$ cat config.mk
export PLATFORM = sky130hd
export DESIGN_NAME = tally_intc
export DESIGN_NICKNAME = d
export VERILOG_FILES = /design/src/rtl/tally_intc_pkg.sv /design/src/rtl/tally_intc_edge.sv /design/src/rtl/tally_intc_decode.sv /design/src/rtl/tally_intc_lowest.sv /design/src/rtl/tally_intc_core.sv /design/src/rtl/tally_intc.sv
export SDC_FILE = /design/constraint.sdc
export NUM_CORES = 1
export LEC_CHECK = 0
export BUFFER_PORTS_ARGS = -buffer_cell sky130_fd_sc_hd__buf_2
export CORE_AREA = 5 5 143 145
export DETAILED_ROUTE_END_ITERATION = 7
export DIE_AREA = 0 0 148 150
export PLACE_DENSITY_LB_ADDON = 0.3
export SYNTH_ARGS = -nofsm -noshare
export SYNTH_HDL_FRONTEND = slang
export SYNTH_SLANG_ARGS = --single-unit
$ cat constraint.sdc
create_clock -name clk -period 11.9 [get_ports clk]
set_clock_uncertainty 0.2 [all_clocks]
set_input_delay 2.38 -clock clk [delete_from_list [all_inputs] [get_ports clk]]
set_output_delay 2.38 -clock clk [all_outputs]
set_load 0.03 [all_outputs]
$ cat src/rtl/tally_intc_pkg.sv
package tally_intc_pkg;

    // byte offsets of the decoded words
    localparam int unsigned OFS_TALLY  = 'h000;
    localparam int unsigned OFS_LOWEST = 'h004;
    localparam int unsigned OFS_WIPE   = 'h008;
    localparam int unsigned OFS_MASKOF = 'h00C;
    localparam int unsigned OFS_MASKON = 'h010;

    // widest supported source index
    localparam int unsigned IDX_MAX_W = 8;

    typedef enum logic [2:0] {
        OP_IDLE,
        OP_RD_TALLY,
        OP_RD_LOWEST,
        OP_WIPE,
        OP_MASK_OFF,
        OP_MASK_ON,
        OP_BAD
    } op_kind_e;

    typedef struct packed {
        op_kind_e             kind;
        logic [IDX_MAX_W-1:0] idx;
    } bus_op_t;

    function automatic logic is_write_op(input op_kind_e k);
        return (k == OP_WIPE) || (k == OP_MASK_OFF) || (k == OP_MASK_ON);
    endfunction

endpackage

$ cat src/rtl/tally_intc_edge.sv
module tally_intc_edge #(
    parameter int N_SRC = 32
) (
    input  logic             clk,
    input  logic             rst,
    input  logic [N_SRC-1:0] din,
    output logic [N_SRC-1:0] prev_o,
    output logic [N_SRC-1:0] rise_o,
    output logic [N_SRC-1:0] fall_o
);
    logic [N_SRC-1:0] prev_q;

    always_ff @(posedge clk) begin
        if (rst) prev_q <= '0;
        else     prev_q <= din;
    end

    for (genvar i = 0; i < N_SRC; i++) begin : g_bit
        assign rise_o[i] = din[i] & ~prev_q[i];
        assign fall_o[i] = ~din[i] & prev_q[i];
    end

    assign prev_o = prev_q;
endmodule

$ cat src/rtl/tally_intc_decode.sv
module tally_intc_decode
    import tally_intc_pkg::*;
#(
    parameter int ADDR_W = 12,
    parameter int IDX_W  = 5
) (
    input  logic              sel,
    input  logic              wr,
    input  logic [ADDR_W-1:0] addr,
    input  logic [IDX_W-1:0]  idx_in,
    output bus_op_t           op_o,
    output logic              err_o
);
    localparam logic [ADDR_W-1:0] A_TALLY  = ADDR_W'(OFS_TALLY);
    localparam logic [ADDR_W-1:0] A_LOWEST = ADDR_W'(OFS_LOWEST);
    localparam logic [ADDR_W-1:0] A_WIPE   = ADDR_W'(OFS_WIPE);
    localparam logic [ADDR_W-1:0] A_MASKOF = ADDR_W'(OFS_MASKOF);
    localparam logic [ADDR_W-1:0] A_MASKON = ADDR_W'(OFS_MASKON);

    op_kind_e kind;

    always_comb begin
        kind = OP_IDLE;
        if (sel) begin
            kind = OP_BAD;
            if (!wr) begin
                if (addr == A_TALLY)       kind = OP_RD_TALLY;
                else if (addr == A_LOWEST) kind = OP_RD_LOWEST;
            end else begin
                if (addr == A_WIPE)        kind = OP_WIPE;
                else if (addr == A_MASKOF) kind = OP_MASK_OFF;
                else if (addr == A_MASKON) kind = OP_MASK_ON;
            end
        end
    end

    assign op_o.kind = kind;
    assign op_o.idx  = IDX_MAX_W'(idx_in);
    assign err_o     = (kind == OP_BAD);
endmodule

$ cat src/rtl/tally_intc_lowest.sv
module tally_intc_lowest #(
    parameter int N_SRC = 32,
    parameter int IDX_W = 5
) (
    input  logic [N_SRC-1:0] vec,
    output logic [IDX_W-1:0] idx_o,
    output logic             any_o
);
    logic [N_SRC-1:0] first;

    for (genvar i = 0; i < N_SRC; i++) begin : g_scan
        logic lower;
        if (i == 0) begin : g_head
            assign lower = 1'b0;
        end else begin : g_tail
            assign lower = g_scan[i-1].lower | vec[i-1];
        end
        assign first[i] = vec[i] & ~lower;
    end

    always_comb begin
        idx_o = '0;
        for (int i = 0; i < N_SRC; i++) begin
            if (first[i]) idx_o = idx_o | IDX_W'(i);
        end
    end

    assign any_o = |vec;
endmodule

$ cat src/rtl/tally_intc_core.sv
module tally_intc_core
    import tally_intc_pkg::*;
#(
    parameter int N_SRC = 32,
    parameter int IDX_W = 5,
    parameter int CNT_W = 6
) (
    input  logic             clk,
    input  logic             rst,
    input  logic [N_SRC-1:0] rise,
    input  logic [N_SRC-1:0] fall,
    input  bus_op_t          op,
    output logic [N_SRC-1:0] level_o,
    output logic [N_SRC-1:0] irq_en_o,
    output logic [CNT_W-1:0] tally_o
);
    logic [N_SRC-1:0] level_q, level_n;
    logic [N_SRC-1:0] en_q, en_n;
    logic [CNT_W-1:0] tally_q, tally_n, tally_mid;
    logic [CNT_W-1:0] up_cnt, dn_cnt;
    logic [IDX_W-1:0] sidx;
    logic             idx_ok;
    logic             unused_idx_hi;

    assign sidx          = op.idx[IDX_W-1:0];
    assign idx_ok        = ({1'b0, sidx} < (IDX_W+1)'(N_SRC));
    assign unused_idx_hi = ^op.idx[IDX_MAX_W-1:IDX_W];

    // step 1: input edges
    always_comb begin
        level_n   = (level_q | rise) & ~fall;
        up_cnt    = CNT_W'($countones(rise & ~level_q & en_q));
        dn_cnt    = CNT_W'($countones(fall & level_q & en_q));
        tally_mid = tally_q + up_cnt - dn_cnt;
        en_n      = en_q;
        tally_n   = tally_mid;
        // step 2: register write on the updated state
        case (op.kind)
            OP_WIPE: begin
                level_n = '0;
                tally_n = '0;
            end
            OP_MASK_OFF: begin
                if (idx_ok && en_q[sidx]) begin
                    en_n[sidx] = 1'b0;
                    if (level_n[sidx]) tally_n = tally_mid - 1'b1;
                end
            end
            OP_MASK_ON: begin
                if (idx_ok && !en_q[sidx]) begin
                    en_n[sidx] = 1'b1;
                    if (level_n[sidx]) tally_n = tally_mid + 1'b1;
                end
            end
            default: ;
        endcase
    end

    always_ff @(posedge clk) begin
        if (rst) begin
            level_q <= '0;
            en_q    <= '0;
            tally_q <= '0;
        end else begin
            level_q <= level_n;
            en_q    <= en_n;
            tally_q <= tally_n;
        end
    end

    assign level_o  = level_q;
    assign irq_en_o = en_q;
    assign tally_o  = tally_q;
endmodule

$ cat src/rtl/tally_intc.sv
module tally_intc
    import tally_intc_pkg::*;
#(
    parameter int               N_SRC      = 32,
    parameter int               ADDR_W     = 12,
    parameter int               DATA_W     = 32,
    parameter logic [N_SRC-1:0] FIQ_PRESET = '0
) (
    input  logic              clk,
    input  logic              rst,
    input  logic [N_SRC-1:0]  src_in,
    input  logic              bus_sel,
    input  logic              bus_wr,
    input  logic [ADDR_W-1:0] bus_addr,
    input  logic [DATA_W-1:0] bus_wdata,
    output logic [DATA_W-1:0] bus_rdata,
    output logic              bus_err,
    output logic              irq_out,
    output logic              fiq_out
);
    localparam int IDX_W = $clog2(N_SRC);
    localparam int CNT_W = $clog2(N_SRC + 1);

    logic [N_SRC-1:0] prev_w, rise_w, fall_w;
    logic [N_SRC-1:0] level_w, irq_en_w, pend_w;
    logic [CNT_W-1:0] tally_w;
    logic [IDX_W-1:0] lowest_w;
    logic             any_w;
    bus_op_t          op_w;
    logic             err_w;
    logic             unused_wdata_hi;

    assign unused_wdata_hi = ^bus_wdata[DATA_W-1:IDX_W];

    tally_intc_edge #(.N_SRC(N_SRC)) u_edge (
        .clk(clk), .rst(rst), .din(src_in),
        .prev_o(prev_w), .rise_o(rise_w), .fall_o(fall_w)
    );

    tally_intc_decode #(.ADDR_W(ADDR_W), .IDX_W(IDX_W)) u_dec (
        .sel(bus_sel), .wr(bus_wr), .addr(bus_addr),
        .idx_in(bus_wdata[IDX_W-1:0]), .op_o(op_w), .err_o(err_w)
    );

    tally_intc_core #(.N_SRC(N_SRC), .IDX_W(IDX_W), .CNT_W(CNT_W)) u_core (
        .clk(clk), .rst(rst), .rise(rise_w), .fall(fall_w), .op(op_w),
        .level_o(level_w), .irq_en_o(irq_en_w), .tally_o(tally_w)
    );

    assign pend_w = level_w & irq_en_w;

    tally_intc_lowest #(.N_SRC(N_SRC), .IDX_W(IDX_W)) u_low (
        .vec(pend_w), .idx_o(lowest_w), .any_o(any_w)
    );

    always_comb begin
        case (op_w.kind)
            OP_RD_TALLY:  bus_rdata = DATA_W'(tally_w);
            OP_RD_LOWEST: bus_rdata = DATA_W'(lowest_w);
            default:      bus_rdata = '0;
        endcase
    end

    assign bus_err = err_w;
    assign irq_out = any_w;
    assign fiq_out = |(level_w & FIQ_PRESET);
endmodule

==> flow_summary.toml, run 1 <==
[floorplanning]
initial_utilization = 0.4366
fp.dieH_microns = 150
fp-row-count = 51
dieArea_sq_um = 22200
pin_count = 115
die_w_microns = 148
coreArea_sq_um = 19080

[timing]
max_slew_margin = 0.4074
finalCritPeriodShare = 0.7813
slew_viol_final = 0
setup-violations-final = 0
worst_pin_slew_ns = 0.8808
fmax_ghz = 0.1075
rsz0062_at_grt = "no"
fin_setup_tns_ns = 0
fin_crit_ns = 9.298
hold_viol_final = 0

[drt]
via_per_inst = 5.594
post_drt_wl_per_cell_microns = 18.75
postRouteAntennaNets = 0
drtPass1Iterations = 5
drc_errors = 0
drt_wl_total_microns = 23750
via_count = 7087
drt_iter0_drc = 641

[setup_path]
crit_family = "adder cells"
cp_max_fo = 5
regToRegSetupSlack_ns = 4.24
path_class = "in2reg"
max_stage_delay_ns = 0.56
crit_top_cell = "fa_1"
critPathCapture = "u_core.tally_o[4]"
crit_arrival_ns = 9.32
crit_path_start = "src_in[31]"
crit_slowest_cell = "fa_1"
cp-start-kind = "primary input"
reg2reg_depth = 25
path_depth = 26
critPathRequiredTime_ns = 11.92
crit_buf_inv = 8
reg2reg_to = "u_core.tally_o[4]"
end_kind = "flop"

[global_routing]
antenna_found_initial = 2
grt_pass1_wl_microns = 36930
grt_overflow = 0
grt_max_degree = 46
grt_pass1_vias = 6676
track_usage = 0.2152

[clocking]
cts.sinks = 102
cts_inserted_buffers = 9
cts_resized = 0
cts_root_buf = "clkbuf_16"
cts_hold_buffers = 0
insertion_delay_ns = 0.36
cts_setup_buffers = 0
cts_buffer_depth = 2
htreeDepth = 3
cts_tree = "built"
path_clk_slew_ns = 0.08

[yosys]
yosysUniqueCellTypes = 65
dominantRegCellSynth = "dfxtp_1"
synthesis.area_sq_um = 8329
yosysSeqAreaShare = 0.2452
synth_seq_cells = 102
synth_edf_count = 0
async_flop_share = 0
avgSynthCellArea_sq_um = 8.473
synthCells = 983
yosys_warnings = 0

[power_and_ir_drop]
peakVddDrop_uv = 261.5
leakage_uw = 0.003967
pwr_density_cell_nw_per_um2 = 169.6

[min_path]
hp-class = "reg2reg"

[placed_design]
routabilityCongestion = 0.9375
io_buffers = 60
place_area_sq_um = 8703
hpwl_microns = 18560

[cells_and_area]
fill_cells = 1860
num-nets-final = 1214
multi_input_area_sq_um = 5568
drive_gt1_frac = 0.08852
seq_area_sq_um = 2042
final_area_sq_um = 8996
fin_util = 0.4715
area_growth_pct = 8.007

[status]
outcome = "finished clean"

[run]
maxCapViolations = 0
[logic make-up after synthesis]
family | Yosys count | synth area share
AOI/OAI and AO/OA | 189 | 0.1580
xor gates and xnor gates | 15 | 0.01577
adders and majority gates | 119 | 0.2331
buffers and inverters | 185 | 0.09809
DFF | 102 | 0.2452
muxes | 18 | 0.02163
other | 1 | 0.0004502
and+or+nand+nor | 354 | 0.2277
[through the flow]
| stage | power (uW) | worst slack (ns) | std cells | hold WS, ns |
|---|---|---|---|---|
| floorplan | 1079 | 2.856 | 1009 | 0.2867 |
| global route | 1666 | 2.198 | 1266 | 0.3759 |
| detailed placement | 1219 | 2.257 | 1250 | 0.3261 |
| finish | 1525 | 2.602 | 1267 | 0.3326 |
| CTS | 1529 | 2.594 | 1266 | 0.3419 |
| global placement | 1210 | 2.262 | 1250 | 0.3080 |
[worst reg2reg max path, delay by kind of cell, from the launching register on]
| kind | cells | cell delay (ns) |
|---|---|---|
| DFF | 1 | 0.39 |
| buffers and inverters | 7 | 0.42 |
| AOI/OAI and AO/OA | 3 | 0.70 |
| adders and majority gates | 11 | 5.15 |
| and+or+nand+nor | 4 | 0.64 |
[synth_stat cells, drive strengths merged, types with 11 or more instances]
cell type  number  area, sq um
nand3          31        160.1
clkbuf         19        71.32
nor3           16        80.08
nor2b          61        381.6
nand2b         23        143.9
fa             63         1261
inv           124        465.5
nand2          72        277.8
ha             48        600.6
buf            42        280.3
dfxtp         102         2042
mux2i          18        180.2
o21ai          32        160.2
nor3b          11        82.58
o211ai         35        262.8
o31ai          33        247.7
nand4          11        68.82
and3b          22        192.7
a21oi          26        130.1
nor2           79        304.0
[power by group]
group          switching (uW)  internal, uW  total (uW)
logic                     475           353         828
clock network             145           164         309
registers                20.7           367         388
total                     641           885        1530
[per-layer routing]
layer	GRT usage	vias to the layer above	wire length, microns	part of all wire
li1	-	3403	-	-
met1	0.2873	3386	10450	0.44
met2	0.3425	256	10790	0.45
met3	0.05512	40	1846	0.078
met4	0.07021	2	652	0.027
met5	0	-	13	0.00055
[cell usage in the layout, fill, tap and decap left out, drive strengths merged, types with 5 or more instances in the layout]
| master | Yosys | final |
|---|---|---|
| nand3 | 31 | 31 |
| a221oi | 10 | 10 |
| nor3 | 16 | 16 |
| a31oi | 9 | 9 |
| nand4 | 11 | 11 |
| inv | 124 | 125 |
| o31ai | 33 | 33 |
| xor2 | 5 | 5 |
| clkbuf | 19 | 11 |
| a211oi | 10 | 10 |
| conb | 1 | 27 |
| and3 | 5 | 5 |
| maj3 | 8 | 8 |
| ha | 48 | 48 |
| o21ai | 32 | 32 |
| nand2 | 72 | 72 |
| and3b | 22 | 22 |
| dfxtp | 102 | 102 |
| xnor2 | 10 | 10 |
| nand2b | 23 | 23 |
| fa | 63 | 63 |
| and2 | 5 | 5 |
| mux2i | 18 | 18 |
| nor3b | 11 | 11 |
| nor2b | 61 | 61 |
| o211ai | 35 | 35 |
| buf | 42 | 64 |
| a21oi | 26 | 26 |
| nor2 | 79 | 79 |
| a22oi | 6 | 6 |
[final cells by class]
| cell class | instances | area share |
|---|---|---|
| Antenna cell | 1 | 0.0002782 |
| Inverter | 124 | 0.05174 |
| Clock inverter | 5 | 0.006398 |
| Multi-Input combinational cell | 722 | 0.6189 |
| Timing Repair Buffer | 64 | 0.03672 |
| Sequential cell | 102 | 0.2270 |
| Tap cell | 238 | 0.03310 |
| Clock buffer | 11 | 0.02587 |
[worst min path at each step]
stage               cells past startpoint                from                  to  slack [ns]
global placement                        2  u_core.level_o[24]  u_core.level_o[24]        0.31
detailed placement                      2  u_core.level_o[25]  u_core.level_o[25]        0.33
floorplan                               2  u_core.level_o[24]  u_core.level_o[24]        0.29
finish                                  2  u_core.level_o[24]  u_core.level_o[24]        0.33
CTS                                     2  u_core.level_o[25]  u_core.level_o[25]        0.34
global route                            2                flop                flop        0.38
Power figures use the tool's default switching activity.
==> run 2: changes to the inputs <==
==> constraint.sdc (replaced) <==
create_clock -name clk -period 9.44 [get_ports clk]
set_clock_uncertainty 0.2 [all_clocks]
set_input_delay 1.888 -clock clk [delete_from_list [all_inputs] [get_ports clk]]
set_output_delay 1.888 -clock clk [all_outputs]
set_load 0.03 [all_outputs]
==> flow_summary.toml, run 2 (synthesis gave the netlist of run 1 again) <==
[cells_and_area]
most-common-layout-cells = "inv_1, dfxtp_1, nor2_1, nand2_1, fa_1"
area_growth_pct = 8.112
antennaDiodeCount = 0
fin_util = 0.4720
drive_gt1_frac = 0.08861
num-nets-final = 1213
final_area_sq_um = 9005
final_common_cell = "inv_1"

[setup_path]
cp-start-kind = "primary input"
cp_max_fo = 5
critPathRequiredTime_ns = 9.45
reg2reg_to = "u_core.tally_o[4]"
path_class = "in2reg"
path_depth = 25
crit_path_start = "src_in[16]"
crit_top_cell = "fa_1"
reg2reg_depth = 25
end_kind = "flop"
critPathCapture = "u_core.tally_o[4]"
crit_arrival_ns = 8.85
max_stage_delay_ns = 0.59
crit_family = "adder cells"
crit_slowest_cell = "fa_1"
crit_buf_inv = 8
regToRegSetupSlack_ns = 1.75

[min_path]
whs_path_depth = 2
hp-class = "reg2reg"

[timing]
slew_viol_final = 0
fin_setup_tns_ns = 0
fmax_ghz = 0.1131
setup-violations-final = 0
hold_viol_final = 0
worst_pin_slew_ns = 1.197
rsz0062_at_grt = "no"
finalCritPeriodShare = 0.9362
fin_crit_ns = 8.838
max_slew_margin = 0.2019

[drt]
post_drt_wl_per_cell_microns = 18.53
drc_errors = 0
via_count = 6983
drt_iter0_drc = 632
drt_wl_total_microns = 23440
postRouteAntennaNets = 0
via_per_inst = 5.520
drtPass1Iterations = 7

[clocking]
cts_inserted_buffers = 9
cts_setup_buffers = 0
cts_resized = 0
cts_tree = "built"
cts.sinks = 102
insertion_delay_ns = 0.36
cts_root_buf = "clkbuf_16"
path_clk_slew_ns = 0.07
htreeDepth = 3
cts_hold_buffers = 0
cts_buffer_depth = 2

[placed_design]
hpwl_microns = 18590
io_buffers = 60
routabilityCongestion = 0.9338
place_area_sq_um = 8696

[floorplanning]
fp-row-count = 51
dieArea_sq_um = 22200
die_w_microns = 148
initial_utilization = 0.4366
fp.dieH_microns = 150
pin_count = 115
coreArea_sq_um = 19080

[global_routing]
grt_pass1_wl_microns = 36700
antenna_found_initial = 1
grt_overflow = 0
grt_pass1_vias = 6798
grt_max_degree = 46
track_usage = 0.2135

[power_and_ir_drop]
leakage_uw = 0.003971
peakVddDrop_uv = 243.7
pwr_density_cell_nw_per_um2 = 214.7

[status]
outcome = "finished clean"

[run]
maxCapViolations = 0
==> run 2: cell types whose count changed in the layout (fill, tap and decap cells not counted) <==
cell	delta
buf_4	-1
clkinv_2	-1
clkbuf_8	+2
diode_2	-1
clkbuf_1	-1
==> run 2: layout make-up <==
| cell class | instances | area [sq um] |
|---|---|---|
| flip-flops and latches | 102 | 2042 |
| clock buffers | 12 | 256.5 |
| repair buffers | 63 | 322.8 |
| multi-input cells | 722 | 5568 |
| clock inverters | 4 | 52.55 |
| fillers | 1846 | 10070 |
| inverters | 124 | 465.4 |
| well taps | 238 | 297.8 |
==> run 2: per-layer routing <==
layer	up-vias	share of wire	global-route usage
li1	3409	-	-
met1	3291	0.46	0.2966
met2	240	0.46	0.3398
met3	41	0.060	0.03452
met4	2	0.026	0.07206
met5	-	0.00055	0
==> run 2: power breakdown <==
part	total [uW]	internal, uW	leakage [uW]	switching [uW]
Sequential	489	463	0.000841	25.8
Clock	398	222	0.000153	176
Combinational	1050	444	0.00298	602
Total	1930	1130	0.00397	804
==> run 2: worst min-delay path by stage <==
stage                       start                  to  slack [ns]
2_1_floorplan  u_core.level_o[24]  u_core.level_o[24]        0.29
3_3_place_gp   u_core.level_o[24]  u_core.level_o[24]        0.31
3_5_place_dp   u_core.level_o[24]  u_core.level_o[24]        0.33
4_1_cts                      flop                flop        0.35
5_1_grt                      flop                flop        0.37
6_report       u_core.level_o[29]  u_core.level_o[29]        0.35
==> run 2: tightest hold or removal path, cell delays in order, from the launching register on <==
cell and delay [ns]:
dfxtp_1 0.34, a21oi_1 0.10, nor2_1 0.08
==> run 2: per-stage QoR <==
step           hold slack (ns)  setup slack [ns]  cells  total power [uW]
3_3_place_gp            0.3052            0.2928   1249              1532
3_5_place_dp            0.3316            0.2494   1249              1535
5_1_grt                 0.3707            0.2758   1265              2106
4_1_cts                 0.3458            0.5958   1265              1939
6_report                0.3481            0.6021   1265              1933
2_1_floorplan           0.2867            0.8882   1009              1360
